**src/rtl/irqf_pkg.sv**
```systemverilog
package irqf_pkg;

    localparam int ADDR_W = 2;

    localparam logic [ADDR_W-1:0] A_FLAGS  = 2'd0;
    localparam logic [ADDR_W-1:0] A_ENABLE = 2'd1;
    localparam logic [ADDR_W-1:0] A_SENSE0 = 2'd2;
    localparam logic [ADDR_W-1:0] A_SENSE1 = 2'd3;

    typedef enum logic [1:0] {
        SENSE_LOW  = 2'b00,
        SENSE_FALL = 2'b01,
        SENSE_RISE = 2'b10,
        SENSE_BOTH = 2'b11
    } sense_e;

    typedef struct packed {
        logic rd_flags;
        logic wr_flags;
    } bus_evt_t;

    typedef struct packed {
        logic set;
        logic ack;
        logic xfer;
        logic sw;
    } flag_evt_t;

    function automatic logic sense_hit(sense_e mode, logic cur, logic prv);
        logic hit;
        unique case (mode)
            SENSE_LOW:  hit = ~cur;
            SENSE_FALL: hit = prv & ~cur;
            SENSE_RISE: hit = ~prv & cur;
            SENSE_BOTH: hit = prv ^ cur;
            default:    hit = 1'b0;
        endcase
        return hit;
    endfunction

    function automatic logic is_level(sense_e mode);
        return mode == SENSE_LOW;
    endfunction

endpackage

```
**src/rtl/irqf_sync.sv**
```systemverilog
module irqf_sync #(
    parameter int NCH    = 8,
    parameter int STAGES = 2
) (
    input  logic           clk,
    input  logic           rst,
    input  logic [NCH-1:0] pin_raw,
    output logic [NCH-1:0] pin_sync
);
    logic [NCH-1:0] stage_q [STAGES];

    generate
        for (genvar s = 0; s < STAGES; s++) begin : g_stage
            if (s == 0) begin : g_first
                always_ff @(posedge clk) begin
                    if (rst) stage_q[s] <= '1;
                    else     stage_q[s] <= pin_raw;
                end
            end else begin : g_next
                always_ff @(posedge clk) begin
                    if (rst) stage_q[s] <= '1;
                    else     stage_q[s] <= stage_q[s-1];
                end
            end
        end
    endgenerate

    assign pin_sync = stage_q[STAGES-1];
endmodule

```
**src/rtl/irqf_detect.sv**
```systemverilog
module irqf_detect
    import irqf_pkg::*;
#(
    parameter int NCH = 8
) (
    input  logic             clk,
    input  logic             rst,
    input  logic [NCH-1:0]   pin_sync,
    input  logic [2*NCH-1:0] sense,
    output logic [NCH-1:0]   set_vec,
    output logic [NCH-1:0]   level_mode
);
    logic [NCH-1:0] prev_q;

    always_ff @(posedge clk) begin
        if (rst) prev_q <= '1;
        else     prev_q <= pin_sync;
    end

    generate
        for (genvar n = 0; n < NCH; n++) begin : g_ch
            sense_e mode;
            assign mode          = sense_e'(sense[2*n +: 2]);
            assign set_vec[n]    = sense_hit(mode, pin_sync[n], prev_q[n]);
            assign level_mode[n] = is_level(mode);
        end
    endgenerate
endmodule

```
**src/rtl/irqf_flag_cell.sv**
```systemverilog
module irqf_flag_cell
    import irqf_pkg::*;
(
    input  logic     clk,
    input  logic     rst,
    input  logic     set,
    input  logic     ack,
    input  logic     xfer,
    input  logic     xfer_keep,
    input  logic     level_mode,
    input  logic     pin_hi,
    input  bus_evt_t bus,
    input  logic     wr_bit,
    output logic     flag
);
    logic      flag_q;
    logic      armed_q;
    flag_evt_t evt;
    logic      clr;
    logic      flag_d;

    always_comb begin
        evt.set  = set;
        evt.ack  = ack & (~level_mode | pin_hi);
        evt.xfer = xfer & ~xfer_keep;
        evt.sw   = bus.wr_flags & ~wr_bit & armed_q;
        clr      = evt.ack | evt.xfer | evt.sw;
        flag_d   = evt.set | (flag_q & ~clr);
    end

    always_ff @(posedge clk) begin
        if (rst) begin
            flag_q  <= 1'b0;
            armed_q <= 1'b0;
        end else begin
            flag_q <= flag_d;
            if (bus.wr_flags)
                armed_q <= 1'b0;
            else if (bus.rd_flags && flag_q)
                armed_q <= 1'b1;
            else
                armed_q <= armed_q & flag_d;
        end
    end

    assign flag = flag_q;
endmodule

```
**src/rtl/irqf_regs.sv**
```systemverilog
module irqf_regs
    import irqf_pkg::*;
#(
    parameter int NCH = 8
) (
    input  logic              clk,
    input  logic              rst,
    input  logic [ADDR_W-1:0] bus_addr,
    input  logic              bus_wr,
    input  logic              bus_rd,
    input  logic [NCH-1:0]    bus_wdata,
    input  logic [NCH-1:0]    flags,
    output logic [NCH-1:0]    bus_rdata,
    output logic [NCH-1:0]    enable,
    output logic [2*NCH-1:0]  sense,
    output bus_evt_t          bus_evt
);
    localparam int SENSE_REGS = 2;

    logic [NCH-1:0] en_q;
    logic [NCH-1:0] sense_q [SENSE_REGS];

    always_ff @(posedge clk) begin
        if (rst)                              en_q <= '0;
        else if (bus_wr && bus_addr == A_ENABLE) en_q <= bus_wdata;
    end

    generate
        for (genvar k = 0; k < SENSE_REGS; k++) begin : g_sense
            localparam logic [ADDR_W-1:0] MY_ADDR = A_SENSE0 + ADDR_W'(k);
            always_ff @(posedge clk) begin
                if (rst)                              sense_q[k] <= '0;
                else if (bus_wr && bus_addr == MY_ADDR) sense_q[k] <= bus_wdata;
            end
            assign sense[k*NCH +: NCH] = sense_q[k];
        end
    endgenerate

    always_comb begin
        unique case (bus_addr)
            A_FLAGS:  bus_rdata = flags;
            A_ENABLE: bus_rdata = en_q;
            A_SENSE0: bus_rdata = sense_q[0];
            A_SENSE1: bus_rdata = sense_q[1];
            default:  bus_rdata = '0;
        endcase
    end

    assign bus_evt.rd_flags = bus_rd & (bus_addr == A_FLAGS);
    assign bus_evt.wr_flags = bus_wr & (bus_addr == A_FLAGS);
    assign enable           = en_q;
endmodule

```
**src/rtl/irq_flag_unit.sv**
```systemverilog
module irq_flag_unit
    import irqf_pkg::*;
#(
    parameter int NCH         = 8,
    parameter int SYNC_STAGES = 2
) (
    input  logic              clk,
    input  logic              rst,
    input  logic [ADDR_W-1:0] bus_addr,
    input  logic              bus_wr,
    input  logic              bus_rd,
    input  logic [NCH-1:0]    bus_wdata,
    output logic [NCH-1:0]    bus_rdata,
    input  logic [NCH-1:0]    irq_pin,
    input  logic [NCH-1:0]    irq_ack,
    input  logic [NCH-1:0]    xfer_start,
    input  logic              xfer_keep,
    output logic [NCH-1:0]    irq_req
);
    logic [NCH-1:0]   pin_s;
    logic [NCH-1:0]   set_vec;
    logic [NCH-1:0]   level_mode;
    logic [NCH-1:0]   flag_q;
    logic [NCH-1:0]   en_q;
    logic [2*NCH-1:0] sense_q;
    bus_evt_t         bus_evt;

    irqf_sync #(.NCH(NCH), .STAGES(SYNC_STAGES)) u_sync (
        .clk      (clk),
        .rst      (rst),
        .pin_raw  (irq_pin),
        .pin_sync (pin_s)
    );

    irqf_detect #(.NCH(NCH)) u_detect (
        .clk        (clk),
        .rst        (rst),
        .pin_sync   (pin_s),
        .sense      (sense_q),
        .set_vec    (set_vec),
        .level_mode (level_mode)
    );

    irqf_regs #(.NCH(NCH)) u_regs (
        .clk       (clk),
        .rst       (rst),
        .bus_addr  (bus_addr),
        .bus_wr    (bus_wr),
        .bus_rd    (bus_rd),
        .bus_wdata (bus_wdata),
        .flags     (flag_q),
        .bus_rdata (bus_rdata),
        .enable    (en_q),
        .sense     (sense_q),
        .bus_evt   (bus_evt)
    );

    generate
        for (genvar n = 0; n < NCH; n++) begin : g_flag
            irqf_flag_cell u_cell (
                .clk        (clk),
                .rst        (rst),
                .set        (set_vec[n]),
                .ack        (irq_ack[n]),
                .xfer       (xfer_start[n]),
                .xfer_keep  (xfer_keep),
                .level_mode (level_mode[n]),
                .pin_hi     (pin_s[n]),
                .bus        (bus_evt),
                .wr_bit     (bus_wdata[n]),
                .flag       (flag_q[n])
            );
        end
    endgenerate

    assign irq_req = flag_q & en_q;
endmodule

```
**config.mk**
```make
export PLATFORM = sky130hd
export DESIGN_NAME = irq_flag_unit
export DESIGN_NICKNAME = d
export VERILOG_FILES = /design/src/rtl/irqf_pkg.sv /design/src/rtl/irqf_sync.sv /design/src/rtl/irqf_detect.sv /design/src/rtl/irqf_flag_cell.sv /design/src/rtl/irqf_regs.sv /design/src/rtl/irq_flag_unit.sv
export SDC_FILE = /design/constraint.sdc
export NUM_CORES = 1
export LEC_CHECK = 0
export BUFFER_PORTS_ARGS = -buffer_cell sky130_fd_sc_hd__buf_2
export CORE_MARGIN = 5
export CORE_UTILIZATION = 50
export DETAILED_ROUTE_END_ITERATION = 12
export GPL_TIMING_DRIVEN = 0
export PLACE_DENSITY = 0.71
export SYNTH_ARGS = -nofsm -noshare
export SYNTH_HDL_FRONTEND = slang
export SYNTH_SLANG_ARGS = --single-unit
```
**constraint.sdc**
```tcl
create_clock -name clk -period 1.9 [get_ports clk]
set_clock_uncertainty 0.1 [all_clocks]
set_input_delay 0.19 -clock clk [delete_from_list [all_inputs] [get_ports clk]]
set_output_delay 0.19 -clock clk [all_outputs]
set_load 0.01 [all_outputs]
```
## Word level (Yosys, flattened, before mapping)

Memories as Yosys holds them, arrays and structs flattened.
Index checks and enable logic that the tools add are counted.

| cells by class | value |
|---|---|
| $add $sub $neg | 0 |
| multiply operators | 0 |
| divide/modulo/power cells | 0 |
| magnitude comparators | 0 |
| equality and inequality tests | 27 |
| shift-type cells | 0 |
| mux-type cells | 30 |
| bitwise operators | 152 |
| reductions and logical operators | 21 |

Operators by type and width:

| operator | number |
|---|---|
| $and 1x1->1 | 66 |
| $not 1->1 | 41 |
| $eq 2x2->1 const B | 18 |
| $or 1x1->1 | 36 |
| $mux 8 | 4 |
| $pmux 1 s4 | 8 |
| $pmux 8 s4 | 1 |
| $eq 2x1->1 const B | 9 |
| $logic_not 2->1 | 9 |
| $mux 1 | 17 |
| $logic_and 1x1->1 | 11 |
| $and 8x8->8 | 1 |
| $xor 1x1->1 | 8 |
| $reduce_or 2->1 | 1 |

| storage, ports and cells | value |
|---|---|
| bits in registers | 32 |
| latch bits | 0 |
| memory bits (writable) | 32 |
| ROM bits | 0 |
| bits of input ports | 39 |
| output and inout port bits | 16 |
| word-level logic and storage cells | 250 |
| memories | 2 |

Memory list:

| memory | depth | width | rd ports | clocked after memory_dff | wr ports | RTL line | RTL |
|---|---|---|---|---|---|---|---|
| u_regs.sense_q | 2 | 8 | 2 | 0 | 2 | irqf_regs.sv:21 | `logic [NCH-1:0] sense_q [SENSE_REGS];` |
| u_sync.stage_q | 2 | 8 | 2 | 0 | 2 | irqf_sync.sv:10 | `logic [NCH-1:0] stage_q [STAGES];` |

## Logic depth before layout (Yosys ltp)

| logic depth | value |
|---|---|
| word-level depth | 11 |
| gate-level depth with buffers | 6 |
| gate-level depth less buffers | 6 |

## By module

A second synthesis with hierarchy kept.

| unflattened totals | value |
|---|---|
| cell total of the unflattened synthesis | 303 |
| area, all modules | 3295.7 um^2 |

By module, submodules not included:

| module | times used | cells each | area each (um^2) | seq. area each (um^2) |
|---|---|---|---|---|
| irqf_regs | 1 | 86 | 1232.4 | 640.6 |
| irqf_flag_cell | 8 | 13 | 108.9 | 40.0 |
| irqf_detect | 1 | 72 | 710.7 | 160.2 |
| irqf_sync | 1 | 33 | 431.7 | 320.3 |
| irq_flag_unit | 1 | 8 | 50.0 | 0.0 |

## Least setup slack after synthesis

Ideal clock, no wire load.

| timing | value |
|---|---|
| path type | reg2reg |
| start point | reg u_detect.prev_q[0] |
| end point | reg g_flag[0].u_cell.armed_q |
| setup time | 0.060 ns |
| data arrival time | 1.291 ns |
| required time | 1.740 ns |
| setup slack | 0.448 ns |
| stages on the path, launching flop included | 6 |
| path buffers | 0 |
| clock period less this slack | 1.452 ns |
| cells stage by stage | dfxtp_1 inv_1 ha_1 mux4_2 nand2_1 a32o_1 |

| between the ends | value |
|---|---|
| cells in the longest elaborated chain, start to end | 6 |
| elaborated cells on any way between the ends | 8 |
| classes of those cells | mux (2); bitwise (6) |

Ends and longest elaborated chain:

| what | RTL line | RTL |
|---|---|---|
| start, declared | irqf_detect.sv:13 | `logic [NCH-1:0] prev_q;` |
| start signal, assigned | irqf_detect.sv:17 | `else prev_q <= pin_sync;` |
| $not 1->1 | irqf_pkg.sv:34 | `SENSE_RISE: hit = ~prv & cur;` |
| $and 1x1->1 | irqf_pkg.sv:34 |  |
| $pmux 1 s4 (*) | irqf_pkg.sv:31 | `unique case (mode)` |
| $or 1x1->1 (*) | irqf_flag_cell.sv:28 | `flag_d = evt.set \| (flag_q & ~clr);` |
| $and 1x1->1 (*) | irqf_flag_cell.sv:42 | `armed_q <= armed_q & flag_d;` |
| $mux 1 (*) | irqf_flag_cell.sv:39 | `else if (bus.rd_flags && flag_q)` |
| end signal, assigned | irqf_flag_cell.sv:42 |  |
| end, declared | irqf_flag_cell.sv:17 | `logic armed_q;` |

Every way passes the cells marked *; elsewhere a longest branch is shown, timed or not.
A chain may end at the register's enable or synchronous reset.

==> insert_results.sql <==
INSERT INTO impl_metrics (metric_group, metric, value, unit) VALUES
('floorplanning', 'design.core.area', '5921', 'um2'),
('yosys', 'postSynth.topFlopCell', 'dfxtp_1', ''),
('global_route', 'antenna_violations_before_repair', '0', ''),
('final_layout', 'multiInputGateArea', '1415', 'um2'),
('clocking', 'ctsHoldBuffers', '8', ''),
('floorplanning', 'floorplan.initialDensity', '51.44', '%'),
('yosys', 'synth_top_area_share', '31.55', '%'),
('setup_path', 'worst-r2r-setup-slack', '0.32', 'ns'),
('yosys', 'synth-async-reset-ratio', '0', '%'),
('yosys', 'synth_nets', '325', ''),
('setup_path', 'worst-endpoint-arrival', '1.42', 'ns'),
('clocking', 'post_cts_setup_repair_bufs', '0', ''),
('yosys', 'netlist_area', '3045', 'um2'),
('power_and_ir_drop', 'power.switching_fraction', '23.08', '%'),
('clocking', 'post_cts.resized_instances', '0', ''),
('yosys', 'synthSimpleGateAreaFrac', '20.58', '%'),
('sta', 'hold_violations', '0', ''),
('yosys', 'synth_area_in_xor_xnor', '0', '%'),
('setup_path', 'maximum_fanout_count_along_the_critical_path', '2', ''),
('sta', 'totalNegativeSetupSlack', '0', 'ns'),
('detailed_routing', 'detail_route.wirelength', '6.683', 'mm'),
('detailed_routing', 'routed_length_per_instance', '15.84', 'um'),
('detailed_routing', 'drc_violation_total_after_the_first_tritonroute_iteration', '96', ''),
('setup_path', 'critPathLaunchType', 'flip-flop', ''),
('detailed_routing', 'm1WireLength', '2.870', 'mm'),
('yosys', 'ys_ff_latch', '64', ''),
('detailed_routing', 'drt_first_pass_iters', '4', ''),
('yosys', 'synth_common_cells', 'dfxtp_1, inv_1, and2_1', ''),
('min_path', 'holdPathEnd', 'u_detect.prev_q[7]', ''),
('sta', 'worst-slew-pin-transition', '0.8119', 'ns'),
('global_route', 'globalRoute.totalOverflow', '0', ''),
('yosys', 'ys_warn_count', '0', ''),
('detailed_routing', 'dr_wl_met3', '560', 'um'),
('setup_path', 'rr_endpoint', 'g_flag[2].u_cell.armed_q', ''),
('clocking', 'clkSinkCount', '64', ''),
('detailed_routing', 'vias', '2134', ''),
('global_route', 'grt_pass1_vias', '2160', ''),
('sta', 'finalMaxSlewViolations', '0', ''),
('final_layout', 'register_area', '1441', 'um2'),
('yosys', 'synthMuxAreaShare', '14.46', '%'),
('power_and_ir_drop', 'cell_internal_pwr', '0.002244', 'W'),
('global_route', 'grt_max_degree', '11', ''),
('power_and_ir_drop', 'worst_ir_drop_vdd', '430.2', 'uV'),
('detailed_routing', 'drt-vias-per-instance', '5.057', ''),
('power_and_ir_drop', 'sequentialPowerShare', '51.6', '%'),
('clocking', 'max-clock-path-buffers', '2', ''),
('clocking', 'clock_input_transition_at_the_sequential_cells_of_the_worst_setup_and_hold_paths', '0.06', 'ns'),
('setup_path', 'timing.rr.start', 'u_detect.prev_q[2]', ''),
('detailed_routing', 'drt.antenna.violating_nets', '0', ''),
('yosys', 'netlist_instances', '270', ''),
('setup_path', 'worst_case_reg_to_reg_path_depth', '5', ''),
('sta', 'slew-limit-headroom', '45.76', '%'),
('floorplanning', 'number_of_top_level_pins', '55', ''),
('placement', 'place.port_buffers', '53', ''),
('power_and_ir_drop', 'power_dens_cells', '793.9', 'nW/um2'),
('status', 'status', 'finished clean', ''),
('final_layout', 'num_antenna_cells', '0', ''),
('yosys', 'synthesized_area_divided_by_synthesized_cell_count', '11.28', 'um2'),
('detailed_routing', 'remaining_drc_errors', '0', ''),
('clocking', 'tritoncts_clock_tree', 'done', ''),
('placement', 'routabilityCongestion', '0.7433', ''),
('global_route', 'groute.usage.overall', '18.82', '%'),
('setup_path', 'setup.worst_path.end_class', 'output port', ''),
('power_and_ir_drop', 'share_clk_of_total_power', '37.9', '%'),
('placement', 'dp_hpwl', '4.700', 'mm'),
('clocking', 'cts.root.buffer_cell', 'clkbuf_8', ''),
('power_and_ir_drop', 'power.combinational.fraction', '10.5', '%'),
('final_layout', 'drive_gt1_share', '32.28', '%'),
('clocking', 'worstSkewPairLatency', '0.33', 'ns'),
('yosys', 'synth_compound_area_share', '4.848', '%'),
('floorplanning', 'floorplan.die_area', '7752', 'um2');
==> worst max path at each step <==
stage / start / endpoint
2_1_floorplan: u_detect.prev_q[0] / g_flag[0].u_cell.armed_q
3_3_place_gp: bus_addr[0] / u_regs.sense_q[0][1]
3_5_place_dp: bus_addr[0] / u_regs.sense_q[0][1]
4_1_cts: u_regs.sense_q[1][4] / bus_rdata[4]
5_1_grt: u_regs.sense_q[1][4] / bus_rdata[4]
6_report: u_regs.sense_q[1][4] / bus_rdata[4]
==> layout make-up <==
| class | count | area share (%) |
|---|---|---|
| inverters | 32 | 3.269 |
| repair buffers | 61 | 9.397 |
| clock buffers | 16 | 5.175 |
| flip-flops and latches | 64 | 39.22 |
| multi-input cells | 163 | 38.51 |
| plain buffers | 11 | 1.873 |
| well taps | 75 | 2.554 |
==> logic make-up (layout without fill, tap and decap cells) <==
family                   Yosys count  count (layout)
adder cells (fa/ha/maj)           16              16
multiplexers                      24              24
AND/OR/NAND/NOR                  106             106
AO/OA/AOI/OAI                     17              17
flip-flops                        64              64
buffers and inverters             43             120
==> power by group through the flow <==
stage                     combinational (W)  clock [W]  sequential [W]
after floorplan                    0.000189          0         0.00152
after global placement             0.000290          0         0.00153
after detailed placement           0.000295          0         0.00154
after CTS                          0.000310    0.00113         0.00151
after global routing               0.000339    0.00119         0.00151
final                              0.000306    0.00111         0.00151
==> worst max-delay path: stages, from the launching register on <==
cell and delay [ns]:
edfxtp_1 0.44, mux4_2 0.51, buf_2 0.16
==> cell usage in the layout, fill, tap and decap left out <==
| cell type | instances |
|---|---|
| buf_2 | 54 |
| nor2b_4 | 1 |
| and2_1 | 25 |
| dfxtp_1 | 48 |
| or2_2 | 24 |
| mux4_2 | 16 |
| o21bai_1 | 1 |
| clkbuf_8 | 13 |
| nand3b_1 | 9 |
| mux2i_1 | 8 |
| nor3b_1 | 8 |
| a32o_1 | 8 |
| buf_4 | 1 |
| inv_1 | 32 |
| nand2_1 | 9 |
| buf_6 | 3 |
| nand2b_1 | 9 |
| edfxtp_1 | 16 |
| nor3_1 | 1 |
| dlygate4sd3_1 | 8 |
| nor4_1 | 1 |
| or3b_1 | 1 |
| buf_1 | 1 |
| o21a_1 | 8 |
| ha_1 | 16 |
| clkbuf_1 | 8 |
| nand3_1 | 1 |
| nor2_1 | 17 |
==> registers in the layout, indices dropped and copies added, names as in the netlist <==
signal	flops
u_detect.prev_q	8
u_sync.stage_q	16
g_flag.u_cell.flag	8
g_flag.u_cell.armed_q	8
u_regs.sense_q	16
u_regs.enable	8
==> stage by stage <==
step / worst slack (ns) / utilization [%] / hold slack [ns] / cells / power, W
after floorplan: 0.4485 / - / 0.1938 / 270 / 0.001706
after global placement: 0.06479 / 57.50 / 0.2711 / 398 / 0.001823
after detailed placement: 0.07340 / 57.50 / 0.2747 / 398 / 0.001831
after CTS: 0.1728 / 62.07 / 0.01298 / 422 / 0.002942
after global routing: 0.1348 / 62.07 / 0.02119 / 422 / 0.003045
final: 0.1904 / 62.07 / 0.01902 / 422 / 0.002918
==> layer usage <==
layer	track usage, %	vias up
li1	-	1055
met1	24.03	997
met2	30.55	69
met3	3.575	13
met4	9.478	0
met5	0	-
Power figures use the tool's default switching activity.
